`config.mk`:
```
export PLATFORM = sky130hd
export DESIGN_NAME = qfr_read_seq
export DESIGN_NICKNAME = d
export VERILOG_FILES = /design/src/rtl/qfr_pkg.sv /design/src/rtl/qfr_req_check.sv /design/src/rtl/qfr_cmd_emit.sv /design/src/rtl/qfr_rsp_eval.sv /design/src/rtl/qfr_read_seq.sv
export SDC_FILE = /design/constraint.sdc
export NUM_CORES = 1
export LEC_CHECK = 0
export ABC_AREA = 1
export BUFFER_PORTS_ARGS = -buffer_cell sky130_fd_sc_hd__buf_4
export CAP_MARGIN = 10
export CELL_PAD_IN_SITES_DETAIL_PLACEMENT = 1
export CELL_PAD_IN_SITES_GLOBAL_PLACEMENT = 1
export CORE_UTILIZATION = 30
export DETAILED_ROUTE_END_ITERATION = 10
export PLACE_DENSITY_LB_ADDON = 0.12
export SETUP_SLACK_MARGIN = 0.02
export SLEW_MARGIN = 10
export SYNTH_ARGS = -nofsm -noshare
export SYNTH_HDL_FRONTEND = slang
export SYNTH_HIERARCHICAL = 1
export SYNTH_SLANG_ARGS = --single-unit
export TNS_END_PERCENT = 5
```
`constraint.sdc`:
```
create_clock -name clk_i -period 5.6 [get_ports clk_i]
set_clock_uncertainty 0.05 [all_clocks]
set_input_delay 0.28 -clock clk_i [delete_from_list [all_inputs] [get_ports clk_i]]
set_output_delay 0.28 -clock clk_i [all_outputs]
set_load 0.01 [all_outputs]
```
`src/rtl/qfr_pkg.sv`:
```
package qfr_pkg;

    localparam int WORD_W = 32;

    typedef enum logic [1:0] {PH_OPEN, PH_SEL, PH_READ, PH_CLOSE} phase_e;
    typedef enum logic [1:0] {ST_IDLE, ST_SEND, ST_WAIT} state_e;

    localparam logic [10:0] OP_OPEN    = 11'h032;
    localparam logic [10:0] OP_SEL     = 11'h034;
    localparam logic [10:0] OP_READ    = 11'h03A;
    localparam logic [10:0] OP_CLOSE   = 11'h033;
    localparam logic [10:0] RC_OK      = 11'h000;
    localparam logic [10:0] RC_ALREADY = 11'h081;
    localparam logic [10:0] RC_REJECT  = 11'h7F0;
    localparam logic [10:0] RC_BADID   = 11'h7F1;

    typedef struct packed {
        logic [3:0]  rsv_hi;
        logic [3:0]  id;
        logic        rsv_mid;
        logic [10:0] len;
        logic        rsv_lo;
        logic [10:0] code;
    } hdr_t;

    typedef struct packed {
        logic        fail;
        logic [10:0] code;
    } verdict_t;

    function automatic logic [10:0] phase_op(phase_e p);
        case (p)
            PH_OPEN: return OP_OPEN;
            PH_SEL:  return OP_SEL;
            PH_READ: return OP_READ;
            default: return OP_CLOSE;
        endcase
    endfunction

    function automatic logic [1:0] phase_nargs(phase_e p);
        case (p)
            PH_SEL:  return 2'd1;
            PH_READ: return 2'd2;
            default: return 2'd0;
        endcase
    endfunction

    function automatic logic [WORD_W-1:0] mk_hdr(logic [3:0] id, logic [10:0] len,
                                                 logic [10:0] code);
        hdr_t h;
        h      = '0;
        h.id   = id;
        h.len  = len;
        h.code = code;
        return h;
    endfunction

endpackage

```
`src/rtl/qfr_req_check.sv`:
```
module qfr_req_check #(
    parameter int MAX_WORDS = 1024,
    parameter int NUM_CS    = 4,
    parameter int CNT_W     = 11,
    parameter int CS_W      = 3
) (
    input  logic [1:0]       addr_lsb_i,
    input  logic [CNT_W-1:0] count_i,
    input  logic [CS_W-1:0]  cs_i,
    output logic             ok_o
);
    localparam logic [CNT_W-1:0] CNT_MAX = CNT_W'(MAX_WORDS);
    localparam logic [CS_W-1:0]  CS_LIM  = CS_W'(NUM_CS - 1);

    always_comb begin
        ok_o = (addr_lsb_i == 2'b00)
            && (count_i != '0)
            && (count_i <= CNT_MAX)
            && (cs_i <= CS_LIM);
    end
endmodule

```
`src/rtl/qfr_cmd_emit.sv`:
```
module qfr_cmd_emit
    import qfr_pkg::*;
#(
    parameter int CNT_W = 11,
    parameter int CS_W  = 3
) (
    input  phase_e            phase_i,
    input  logic [1:0]        widx_i,
    input  logic [3:0]        id_i,
    input  logic [WORD_W-1:0] addr_i,
    input  logic [CNT_W-1:0]  count_i,
    input  logic [CS_W-1:0]   cs_i,
    output logic [WORD_W-1:0] data_o,
    output logic              last_o
);
    localparam int CS_SHIFT = WORD_W - 4;

    always_comb begin
        data_o = '0;
        if (widx_i == 2'd0) begin
            data_o = mk_hdr(id_i, 11'(phase_nargs(phase_i)), phase_op(phase_i));
        end else begin
            case (phase_i)
                PH_SEL:  data_o = WORD_W'(cs_i) << CS_SHIFT;
                PH_READ: data_o = (widx_i == 2'd1) ? addr_i : WORD_W'(count_i);
                default: data_o = '0;
            endcase
        end
        last_o = (widx_i == phase_nargs(phase_i));
    end
endmodule

```
`src/rtl/qfr_rsp_eval.sv`:
```
module qfr_rsp_eval
    import qfr_pkg::*;
(
    input  logic [3:0]  rsp_id_i,
    input  logic [10:0] rsp_code_i,
    input  logic [3:0]  exp_id_i,
    output verdict_t    verdict_o
);
    logic id_bad;

    always_comb begin
        id_bad = (rsp_id_i != exp_id_i);
        verdict_o.fail = id_bad || ((rsp_code_i != RC_OK) && (rsp_code_i != RC_ALREADY));
        verdict_o.code = id_bad ? RC_BADID : rsp_code_i;
    end
endmodule

```
`src/rtl/qfr_read_seq.sv`:
```
module qfr_read_seq
    import qfr_pkg::*;
#(
    parameter int MAX_WORDS = 1024,
    parameter int NUM_CS    = 4,
    parameter int CS_W      = 3,
    parameter int CNT_W     = $clog2(MAX_WORDS) + 1
) (
    input  logic              clk_i,
    input  logic              rst_i,
    input  logic              start_i,
    input  logic [31:0]       addr_i,
    input  logic [CNT_W-1:0]  count_i,
    input  logic [CS_W-1:0]   cs_i,
    input  logic              cmd_ready_i,
    output logic              cmd_valid_o,
    output logic [31:0]       cmd_data_o,
    output logic              cmd_sop_o,
    output logic              cmd_eop_o,
    input  logic              rsp_valid_i,
    input  logic [31:0]       rsp_data_i,
    input  logic              rsp_sop_i,
    input  logic              rsp_eop_i,
    output logic              rsp_ready_o,
    output logic              rd_valid_o,
    output logic [31:0]       rd_data_o,
    output logic              busy_o,
    output logic              done_o,
    output logic              err_o,
    output logic [10:0]       err_code_o
);
    state_e             state_q;
    phase_e             phase_q;
    logic [1:0]         widx_q;
    logic [3:0]         id_q;
    logic [WORD_W-1:0]  addr_q;
    logic [CNT_W-1:0]   count_q;
    logic [CS_W-1:0]    cs_q;
    logic               hdr_seen_q, hdr_ok_q, fail_q;
    logic               err_q, done_q;
    logic [10:0]        code_q;

    logic               req_ok, emit_last, is_hdr, cur_fail;
    logic [WORD_W-1:0]  emit_data;
    verdict_t           verdict;

    qfr_req_check #(
        .MAX_WORDS(MAX_WORDS), .NUM_CS(NUM_CS), .CNT_W(CNT_W), .CS_W(CS_W)
    ) u_check (
        .addr_lsb_i(addr_i[1:0]),
        .count_i   (count_i),
        .cs_i      (cs_i),
        .ok_o      (req_ok)
    );

    qfr_cmd_emit #(.CNT_W(CNT_W), .CS_W(CS_W)) u_emit (
        .phase_i(phase_q),
        .widx_i (widx_q),
        .id_i   (id_q),
        .addr_i (addr_q),
        .count_i(count_q),
        .cs_i   (cs_q),
        .data_o (emit_data),
        .last_o (emit_last)
    );

    qfr_rsp_eval u_eval (
        .rsp_id_i  (rsp_data_i[27:24]),
        .rsp_code_i(rsp_data_i[10:0]),
        .exp_id_i  (id_q),
        .verdict_o (verdict)
    );

    always_comb begin
        is_hdr      = !hdr_seen_q || rsp_sop_i;
        cur_fail    = is_hdr ? verdict.fail : fail_q;
        cmd_valid_o = (state_q == ST_SEND);
        cmd_data_o  = emit_data;
        cmd_sop_o   = (state_q == ST_SEND) && (widx_q == 2'd0);
        cmd_eop_o   = (state_q == ST_SEND) && emit_last;
        rsp_ready_o = (state_q == ST_WAIT);
        rd_valid_o  = (state_q == ST_WAIT) && (phase_q == PH_READ) && !is_hdr
                   && hdr_ok_q && rsp_valid_i;
        rd_data_o   = rsp_data_i;
        busy_o      = (state_q != ST_IDLE);
        done_o      = done_q;
        err_o       = err_q;
        err_code_o  = code_q;
    end

    always_ff @(posedge clk_i) begin
        if (rst_i) begin
            state_q    <= ST_IDLE;
            phase_q    <= PH_OPEN;
            widx_q     <= '0;
            id_q       <= '0;
            addr_q     <= '0;
            count_q    <= '0;
            cs_q       <= '0;
            hdr_seen_q <= 1'b0;
            hdr_ok_q   <= 1'b0;
            fail_q     <= 1'b0;
            err_q      <= 1'b0;
            code_q     <= '0;
            done_q     <= 1'b0;
        end else begin
            done_q <= 1'b0;
            case (state_q)
                ST_IDLE: begin
                    if (start_i) begin
                        if (req_ok) begin
                            addr_q  <= addr_i;
                            count_q <= count_i;
                            cs_q    <= cs_i;
                            err_q   <= 1'b0;
                            code_q  <= '0;
                            phase_q <= PH_OPEN;
                            widx_q  <= '0;
                            state_q <= ST_SEND;
                        end else begin
                            done_q <= 1'b1;
                            err_q  <= 1'b1;
                            code_q <= RC_REJECT;
                        end
                    end
                end
                ST_SEND: begin
                    if (cmd_ready_i) begin
                        if (emit_last) begin
                            state_q    <= ST_WAIT;
                            hdr_seen_q <= 1'b0;
                            hdr_ok_q   <= 1'b0;
                            fail_q     <= 1'b0;
                        end else begin
                            widx_q <= widx_q + 2'd1;
                        end
                    end
                end
                ST_WAIT: begin
                    if (rsp_valid_i) begin
                        if (is_hdr) begin
                            hdr_seen_q <= 1'b1;
                            hdr_ok_q   <= !verdict.fail;
                            fail_q     <= verdict.fail;
                            if (verdict.fail && !err_q) begin
                                err_q  <= 1'b1;
                                code_q <= verdict.code;
                            end
                        end
                        if (rsp_eop_i) begin
                            id_q   <= id_q + 4'd1;
                            widx_q <= '0;
                            if (cur_fail) begin
                                if (phase_q == PH_OPEN || phase_q == PH_CLOSE) begin
                                    state_q <= ST_IDLE;
                                    done_q  <= 1'b1;
                                end else begin
                                    phase_q <= PH_CLOSE;
                                    state_q <= ST_SEND;
                                end
                            end else if (phase_q == PH_CLOSE) begin
                                state_q <= ST_IDLE;
                                done_q  <= 1'b1;
                            end else begin
                                phase_q <= phase_e'(phase_q + 2'd1);
                                state_q <= ST_SEND;
                            end
                        end
                    end
                end
                default: state_q <= ST_IDLE;
            endcase
        end
    end
endmodule

```
==> results.yml, run 1 <==
power_and_ir_drop:
  power_frac_seq_pct: 31.2
  ir_worst_vdd_v: 0.0001875
  clockPowerShare_pct: 24.7
  p_int_mw: 1.256
  swShare_pct: 41.49
  p_switching_mw: 0.8907
  power.density_mw_per_mm2: 409.7
  p_comb_share_pct: 44.2
  leakagePower_nw: 2.563
placed_design:
  io_buffers: 133
  gp_congestion: 0.7485
  dp_cells: 897
  place_ws_ps: 2830
  dp_hpwl_um: 9381
  postPlaceCellArea_mm2: 0.004977
yosys:
  async_flop_share_pct: 0
  yosys_most_used_dff: "dfxtp_1"
  ys_seq_elements: 72
  synthCells: 641
  synth.avg_cell_area_um2: 6.439
  syn_nets: 735
  yosys_warnings: 6
  syn_area_mm2: 0.004128
  seq_area_frac_synth_pct: 34.92
  synth_edf_count: 0
  yosysUniqueCellTypes: 29
floorplanning:
  rows: 42
  start_util_pct: 30.92
  die_w_um: 119.3
  chipHeight_um: 119.3
  pin_count: 168
  die_area_mm2: 0.01423
  fp.coreArea_mm2: 0.01335
critical_path:
  regToRegEndpoint: "err_o"
  rr_startpoint: "id_q[0]"
  rrSetupSlack_ps: 3090
  cp-end-kind: "output pin"
  crit_slowest_cell: "dfxtp_1"
  critical_path_peak_fanout: 12
  arrival_ps: 2350
  cpMostUsedCell: "inv_1"
  start_kind: "flip-flop"
  worst-setup-path-type: "flip-flop to output pin"
  slowest_delay_ps: 500
  rr_worst_depth: 10
  crit_start: "phase_q[0]"
  path_cells: "inv_1, ha_1, inv_1, nand2_1, clkinv_1, nand2_2, nor2_1, buf_4"
  required_ps: 5270
sta:
  tightestPinTransition_ps: 853.0
  hold_violations: 0
  slew_headroom_pct: 43.05
  drv_slew: 0
  min_period_ps: 2684
  fin_crit_sh_pct: 47.93
  fmax_mhz: 372.5
  grt_setup_unrepaired: "no"
  tns_ps: 0
  holdWs_ps: 113.8
  setup_violations: 0
  fin_ws_ps: 2916
clock_network:
  cts_buffer_depth: 2
  post_cts_resized: 0
  numClockSinks: 72
  clockRootBuffer: "clkbuf_16"
  post-cts-setup-buffer-count: 0
  htreeDepth: 3
  cts_tree: "done"
  worst_skew_pair.late_latency_ps: 340
  cts_made_buffers: 9
  clk_pin_slew_worst_paths_ps: 60
  holdBufCountCts: 0
global_route:
  antenna_found_initial: 0
  grt_pass1_vias: 4150
  grt_max_degree: 48
  grt_usage_pct: 18.46
  grt_pass1_wl_um: 20560
  grt-ovfl-total: 0
min_path:
  hp-start: "cs_i[0]"
  min_path_type: "input pin to flip-flop"
  min_to: "cs_q[0]"
  hold_depth: 3
cells_and_area:
  area.growth.synth_to_final_pct: 26.92
  nNetsFinal: 826
  drive_above_1_share_pct: 23.30
  final_area_mm2: 0.005239
  num_antenna_cells: 0
  final_cell_mix: "157 x nor2_1, 135 x buf_4, 125 x nand2_1"
  n_fill_cell: 1751
  layout_commonest_cell: "nor2_1"
  multi_input_area_mm2: 0.002024
  final-seq-area_mm2: 0.001441
  instances_no_fill: 910
outcome:
  outcome: "completed"
drt:
  antenna_left: 0
  postRouteWirelength_um: 12710
  dr.pass1.iters: 4
  route.detailed.drc: 0
  first_iter_violations: 200
  vias_per_cell: 4.580
  drt-wirelength-per-cell_um: 13.97
  vias: 4168
flow_run:
  cap_viol_max_count: 0
==> power groups by stage <==
| stage | sequential [mW] | clock [mW] | combinational [mW] |
|---|---|---|---|
| after global placement | 0.676 | 0 | 0.940 |
| after CTS | 0.670 | 0.548 | 0.964 |
| after global routing | 0.680 | 0.569 | 1.07 |
| after detailed placement | 0.680 | 0 | 0.959 |
| after floorplan | 0.676 | 0 | 0.623 |
| final | 0.669 | 0.530 | 0.948 |
==> per-layer routing <==
metal | global-route usage [%] | up-vias | share of wire [%]
met5 | 0 | - | 0
met4 | 7.187 | 0 | 1.5
met3 | 4.215 | 16 | 5.2
met2 | 30.67 | 96 | 47
met1 | 23.08 | 1928 | 46
li1 | - | 2128 | -
==> critical path: cells and delay by family, from the launching register on <==
family	cells	cell delay [ps]
and+or+nand+nor	3	550
adders and majority gates	1	320
DFF	1	500
buffers and inverters	4	640
==> logic make-up after synthesis <==
family	count (synthesis)	share of synthesized area, %
buf+inv	129	16.04
compound gates	95	11.82
xor+xnor	5	1.061
flops	72	34.92
simple gates	331	33.43
fa+ha+maj	9	2.728
==> final cells by class <==
cell class,count,share of cell area (%)
multi-input combinational,440,38.64
sequential,72,27.51
timing repair buffer,135,19.35
inverter,74,5.302
clock buffer,12,4.896
tap,176,4.203
clock inverter,1,0.09553
==> cell usage after synthesis, types with 2 or more instances <==
master    number  share of area (%)
clkbuf_1       7               0.64
xnor2_1        2               0.42
a21oi_1       29                3.5
nand2_2        2               0.30
ha_1           9                2.7
nand2_1      125                 11
nor2_1       157                 14
inv_2          6               0.55
nand3_2        3               0.73
nor2_2         3               0.45
o21ai_1        6               0.73
nand3_1       27                3.3
o21ai_2        2               0.42
buf_6          4                1.1
o21ai_0       56                6.8
nor2_4         6                1.6
nor3_1         3               0.36
xor2_1         3               0.64
buf_4         37                6.7
inv_1         67                6.1
nand4_1        2               0.30
buf_2          7               0.85
dfxtp_1       72                 35
==> worst max path at each step <==
stage,end,cells past startpoint
6_report,cmd_data_o[14],8
5_1_grt,cmd_data_o[14],8
4_1_cts,cmd_data_o[14],8
3_5_place_dp,cs_q[2],12
3_3_place_gp,cs_q[2],12
2_1_floorplan,phase_q[0],12
==> stage by stage <==
step	total power, mW	utilization (%)
detailed placement	1.639	37.29
global placement	1.617	37.29
finish	2.147	39.25
global route	2.317	39.25
CTS	2.182	39.25
floorplan	1.299	-
==> registers in the layout, indices dropped and copies added, names as in the netlist, 2 cells and up <==
signal and count:
widx_q 2, state_q 2, addr_q 32, cs_q 3
id_q 4, count_q 11, err_code_o 11, phase_q 2
No activity file was read; power rests on OpenSTA's default activity.
==> run 2: changes to the inputs <==
Settings changed: CORE_UTILIZATION 30 to 29.
Clock period 5.6 ns to 2.3 ns, I/O delays scaled along.
==> run 2 against run 1 <==
Against the previous run: sequential share of layout area fell by 2.8 points; die area rose by 3.4%; critical path depth rose by 1; critical path type unchanged; critical endpoint is now cmd_data_o[7]; largest power group unchanged.
==> results.yml, run 2 (same netlist as run 1, synthesis figures left out) <==
outcome:
  outcome: "completed"
sta:
  hold_violations: 0
  drv_slew: 0
  grt_setup_unrepaired: "no"
  tightestPinTransition_ps: 661.6
  setup_violations: 0
  fmax_mhz: 467.3
  holdWs_ps: 30.39
  fin_ws_ps: 160.2
  min_period_ps: 2140
  fin_crit_sh_pct: 93.03
  slew_headroom_pct: 55.84
  tns_ps: 0
flow_run:
  cap_viol_max_count: 0
cells_and_area:
  num_antenna_cells: 0
  area.growth.synth_to_final_pct: 41.59
  nNetsFinal: 879
  layout_commonest_cell: "nor2_1"
  largest_reg_flops: 32
  top_register: "addr_q"
  instances_no_fill: 970
  final_area_mm2: 0.005844
  drive_above_1_share_pct: 23.54
  final_cell_mix: "156 x nor2_1, 139 x buf_4, 125 x nand2_1"
  final-seq-area_mm2: 0.001443
  multi_input_area_mm2: 0.002032
  n_fill_cell: 1800
critical_path:
  path_cells: "inv_1, ha_1, inv_1, nand2_1, nor2_4, buf_2, o21ai_0, nor2_1, buf_4"
  critical_path_peak_fanout: 7
  start_kind: "flip-flop"
  slowest_delay_ps: 390
  required_ps: 2130
  rr_worst_depth: 11
  worst-setup-path-type: "flip-flop to output pin"
  cp-end-kind: "output pin"
  crit_slowest_cell: "dfxtp_2"
  cpMostUsedCell: "inv_1"
  critPathBufInv: 4
  arrival_ps: 1970
  critPathTopFamily: "buffers and inverters"
  crit_cells: 9
drt:
  route.detailed.drc: 0
  vias_per_cell: 4.428
  vias: 4295
  antenna_left: 0
  drt-wirelength-per-cell_um: 13.71
  first_iter_violations: 161
  dr.pass1.iters: 4
  postRouteWirelength_um: 13300
clock_network:
  cts_tree: "done"
  clockRootBuffer: "clkbuf_16"
  cts_buffer_depth: 2
  numClockSinks: 72
  htreeDepth: 3
  cts_made_buffers: 9
  worst_skew_pair.late_latency_ps: 350
  clk_pin_slew_worst_paths_ps: 60
power_and_ir_drop:
  ir_worst_vdd_v: 0.0004586
  power.density_mw_per_mm2: 938.6
  leakagePower_nw: 2.840
placed_design:
  postPlaceCellArea_mm2: 0.005050
  place_ws_ps: 132.2
  dp_hpwl_um: 9534
  gp_congestion: 0.7635
  dp_cells: 905
  io_buffers: 133
floorplanning:
  fp.coreArea_mm2: 0.01388
  start_util_pct: 29.74
  chipHeight_um: 121.3
  rows: 43
  pin_count: 168
  die_w_um: 121.3
  die_area_mm2: 0.01471
min_path:
  min_path_type: "input pin to flip-flop"
  hold_depth: 3
global_route:
  grt-ovfl-total: 0
  grt_max_degree: 47
  antenna_found_initial: 0
  grt_usage_pct: 18.94
  grt_pass1_vias: 4438
  grt_pass1_wl_um: 21670
run 2: changes by cell type in the layout (fill, tap and decap cells not counted), sizes merged:
cell	before	now
buf	135	143
bufinv	0	1
clkbuf	12	10
inv	73	74
dlygate4sd3	0	45
clkinv	2	3
clkinvlp	0	2
run 2: final timing paths:
path            startpoint             to  slack, ps
max             phase_q[0]  cmd_data_o[7]        160
min             count_i[8]     count_q[8]         30
max reg2reg     phase_q[1]     phase_q[1]        280
min reg2reg  err_code_o[2]  err_code_o[2]        420
run 2: power breakdown:
group          internal [mW]  switching, mW  total, mW
Sequential              1.43          0.197       1.63
Clock                  0.873          0.583       1.46
Combinational          0.939           1.46       2.40
run 2: layout make-up:
type | count | area share (%)
multi-input combinational | 440 | 34.77
timing repair buffer | 188 | 26.68
tap | 180 | 3.854
inverter | 74 | 4.774
clock inverter | 6 | 1.156
clock buffer | 10 | 4.089
sequential | 72 | 24.68
run 2: metal layers:
metal / wire [µm] / track usage [%] / vias up
met1: 6280 / 23.58 / 1956
li1: - / - / 2237
met3: 530 / 4.323 / 9
met4: 156 / 5.633 / 0
met2: 6330 / 32.24 / 93
met5: 0 / 0 / -
run 2: metrics by stage:
step | power [mW] | util, %
after CTS | 5.543 | 41.88
after detailed placement | 3.996 | 36.38
final | 5.485 | 42.10
after global placement | 3.940 | 36.38
after floorplan | 3.162 | -
after global routing | 5.914 | 42.10
run 2: what timing repair did:
action,4_1_cts,5_1_grt
pin swaps,0,1
hold buffers,45,0
setup buffers,0,4
resized for setup,2,3
setup endpoints to repair,14,29
endpoints found under the hold margin,45,0
run 2: tightest hold or removal path, stage by stage:
cell and delay, ps:
buf_4 100, nor2_1 40, nor2_1 120
==> run 3: changes to the inputs <==
Settings changed: CORE_UTILIZATION 29 to 30, MAX_ROUTING_LAYER from default to met4.
Clock period 2.3 ns to 2 ns, I/O delays scaled along.
==> run 3 against run 2 <==
Against the previous run: routed wire length up 1.8%; register-to-register slack worse by 110 ps; via count up 2.4%; worst setup slack worse by 66 ps; clock power about the same; non-clock buffer count up 13; cell area up 1.4%; sequential cell count unchanged; total power up 18%; die area down 3.3%; sequential share of layout area down 0.28 points; sequential power up 12%; critical endpoint is now cmd_data_o[8].
==> results.yml, run 3 (same netlist as run 1, synthesis figures left out) <==
power_and_ir_drop:
  p_switching_mw: 2.597
  power.density_mw_per_mm2: 1091
  total_power_mw: 6.464
  ir_worst_vdd_v: 0.0005942
  p_int_mw: 3.867
  power_frac_seq_pct: 28.1
  swShare_pct: 40.18
  leakagePower_nw: 2.893
  clockPowerShare_pct: 22.7
  p_comb_share_pct: 49.2
drt:
  dr.pass1.iters: 6
  vias: 4400
  drt-wirelength-per-cell_um: 13.85
  antenna_left: 0
  postRouteWirelength_um: 13530
  route.detailed.drc: 0
  first_iter_violations: 159
  vias_per_cell: 4.504
global_route:
  grt-ovfl-total: 0
  grt_max_degree: 35
  grt_pass1_vias: 4513
  grt_pass1_wl_um: 21730
  grt_usage_pct: 19.73
  antenna_found_initial: 0
critical_path:
  path_cells: "inv_1, ha_1, inv_2, nand2_4, nor2_4, o21ai_1, nor2_1, buf_4"
  crit_cells: 8
  critPathTopFamily: "simple AND/OR/NAND/NOR gates"
  slowest_delay_ps: 360
  required_ps: 1850
  start_kind: "flip-flop"
  critPathBufInv: 3
  cp-end-kind: "output pin"
  rr_worst_depth: 11
  worst-setup-path-type: "flip-flop to output pin"
  arrival_ps: 1760
  critical_path_peak_fanout: 5
  crit_slowest_cell: "dfxtp_4"
cells_and_area:
  drive_above_1_share_pct: 25.59
  final_cell_mix: "155 x nor2_1, 153 x buf_4, 124 x nand2_1"
  n_fill_cell: 1740
  largest_reg_flops: 32
  nNetsFinal: 893
  area.growth.synth_to_final_pct: 43.56
  top_register: "addr_q"
  multi_input_area_mm2: 0.002067
  final-seq-area_mm2: 0.001446
  layout_commonest_cell: "nor2_1"
  num_antenna_cells: 0
placed_design:
  gp_congestion: 0.7918
  place_ws_ps: -66.13
  io_buffers: 133
  dp_hpwl_um: 9795
min_path:
  hold_depth: 3
  min_path_type: "input pin to flip-flop"
clock_network:
  worst_skew_pair.late_latency_ps: 330
  cts_buffer_depth: 2
  numClockSinks: 72
  htreeDepth: 3
  clockRootBuffer: "clkbuf_16"
  cts_made_buffers: 9
  clk_pin_slew_worst_paths_ps: 50
  cts_tree: "done"
floorplanning:
  rows: 42
  fp.coreArea_mm2: 0.01335
  die_area_mm2: 0.01423
  die_w_um: 119.3
  chipHeight_um: 119.3
  pin_count: 168
  start_util_pct: 30.92
sta:
  tightestPinTransition_ps: 520.3
  fin_ws_ps: 94.67
  fmax_mhz: 524.8
  hold_violations: 0
  drv_slew: 0
  grt_setup_unrepaired: "yes"
  fin_crit_sh_pct: 95.27
  setup_violations: 0
  min_period_ps: 1905
  slew_headroom_pct: 65.23
outcome:
  outcome: "completed"
flow_run:
  cap_viol_max_count: 0
run 3: cell types whose count changed in the layout (fill, tap and decap cells not counted), sizes merged:
cell	previous run	this run
buf	143	156
clkbuf	10	12
clkinv	3	1
clkinvlp	2	0
bufinv	1	0
nor2	166	167
run 3: what timing repair did:
| item | CTS | global route |
|---|---|---|
| endpoints found under the setup margin | 34 | 67 |
| pin swaps | 1 | 7 |
| resized for setup | 7 | 13 |
| buffers inserted | 0 | 6 |
| hold buffers | 45 | 0 |
| endpoints found under the hold margin | 45 | 0 |
| gates cloned | 1 | 0 |
run 3: through the flow:
stage | setup TNS, ps | std cells | area, µm² | utilization [%] | hold WS (ps)
after global placement | 0 | 912 | 5090 | 38.13 | 150.1
after floorplan | 0 | 641 | 4128 | - | 184.9
after global routing | -0.3806 | 977 | 5926 | 44.39 | 17.31
after CTS | -12.56 | 971 | 5826 | 43.64 | 1.993
after detailed placement | -92.22 | 912 | 5090 | 38.13 | 150.1
final | 0 | 977 | 5926 | 44.39 | 14.08
run 3: final cells by class:
class	instances	share of cell area, %
Clock buffer	12	4.329
Multi-Input combinational cell	441	34.88
Clock inverter	1	0.08446
Sequential cell	72	24.41
Inverter	74	4.730
Tap cell	176	3.716
Timing Repair Buffer	201	27.85
run 3: layer usage:
layer	up-vias	part of all wire, %	global-route usage, %
li1	2262	-	-
met4	0	1.4	6.563
met5	-	0	-
met3	16	4.3	3.065
met1	2018	47	24.17
met2	104	48	33.07
run 3: tightest hold or removal path: stages:
cell and delay [ps]:
buf_4 100, nor2_1 40, nor2_1 110
run 3: power groups by stage:
stage	Sequential, mW	Clock (mW)	Combinational [mW]
floorplan	1.89	0	1.74
global placement	1.83	0	2.78
detailed placement	1.84	0	2.85
CTS	1.81	1.50	2.99
global route	1.84	1.56	3.54
finish	1.82	1.47	3.18
run 3: worst paths after layout:
check	from	to	slack [ps]
setup reg to reg	phase_q[1]	phase_q[0]	170
hold reg to reg	err_code_o[4]	err_code_o[4]	420
hold / removal	count_i[10]	count_q[10]	10
setup / recovery	phase_q[0]	cmd_data_o[8]	90
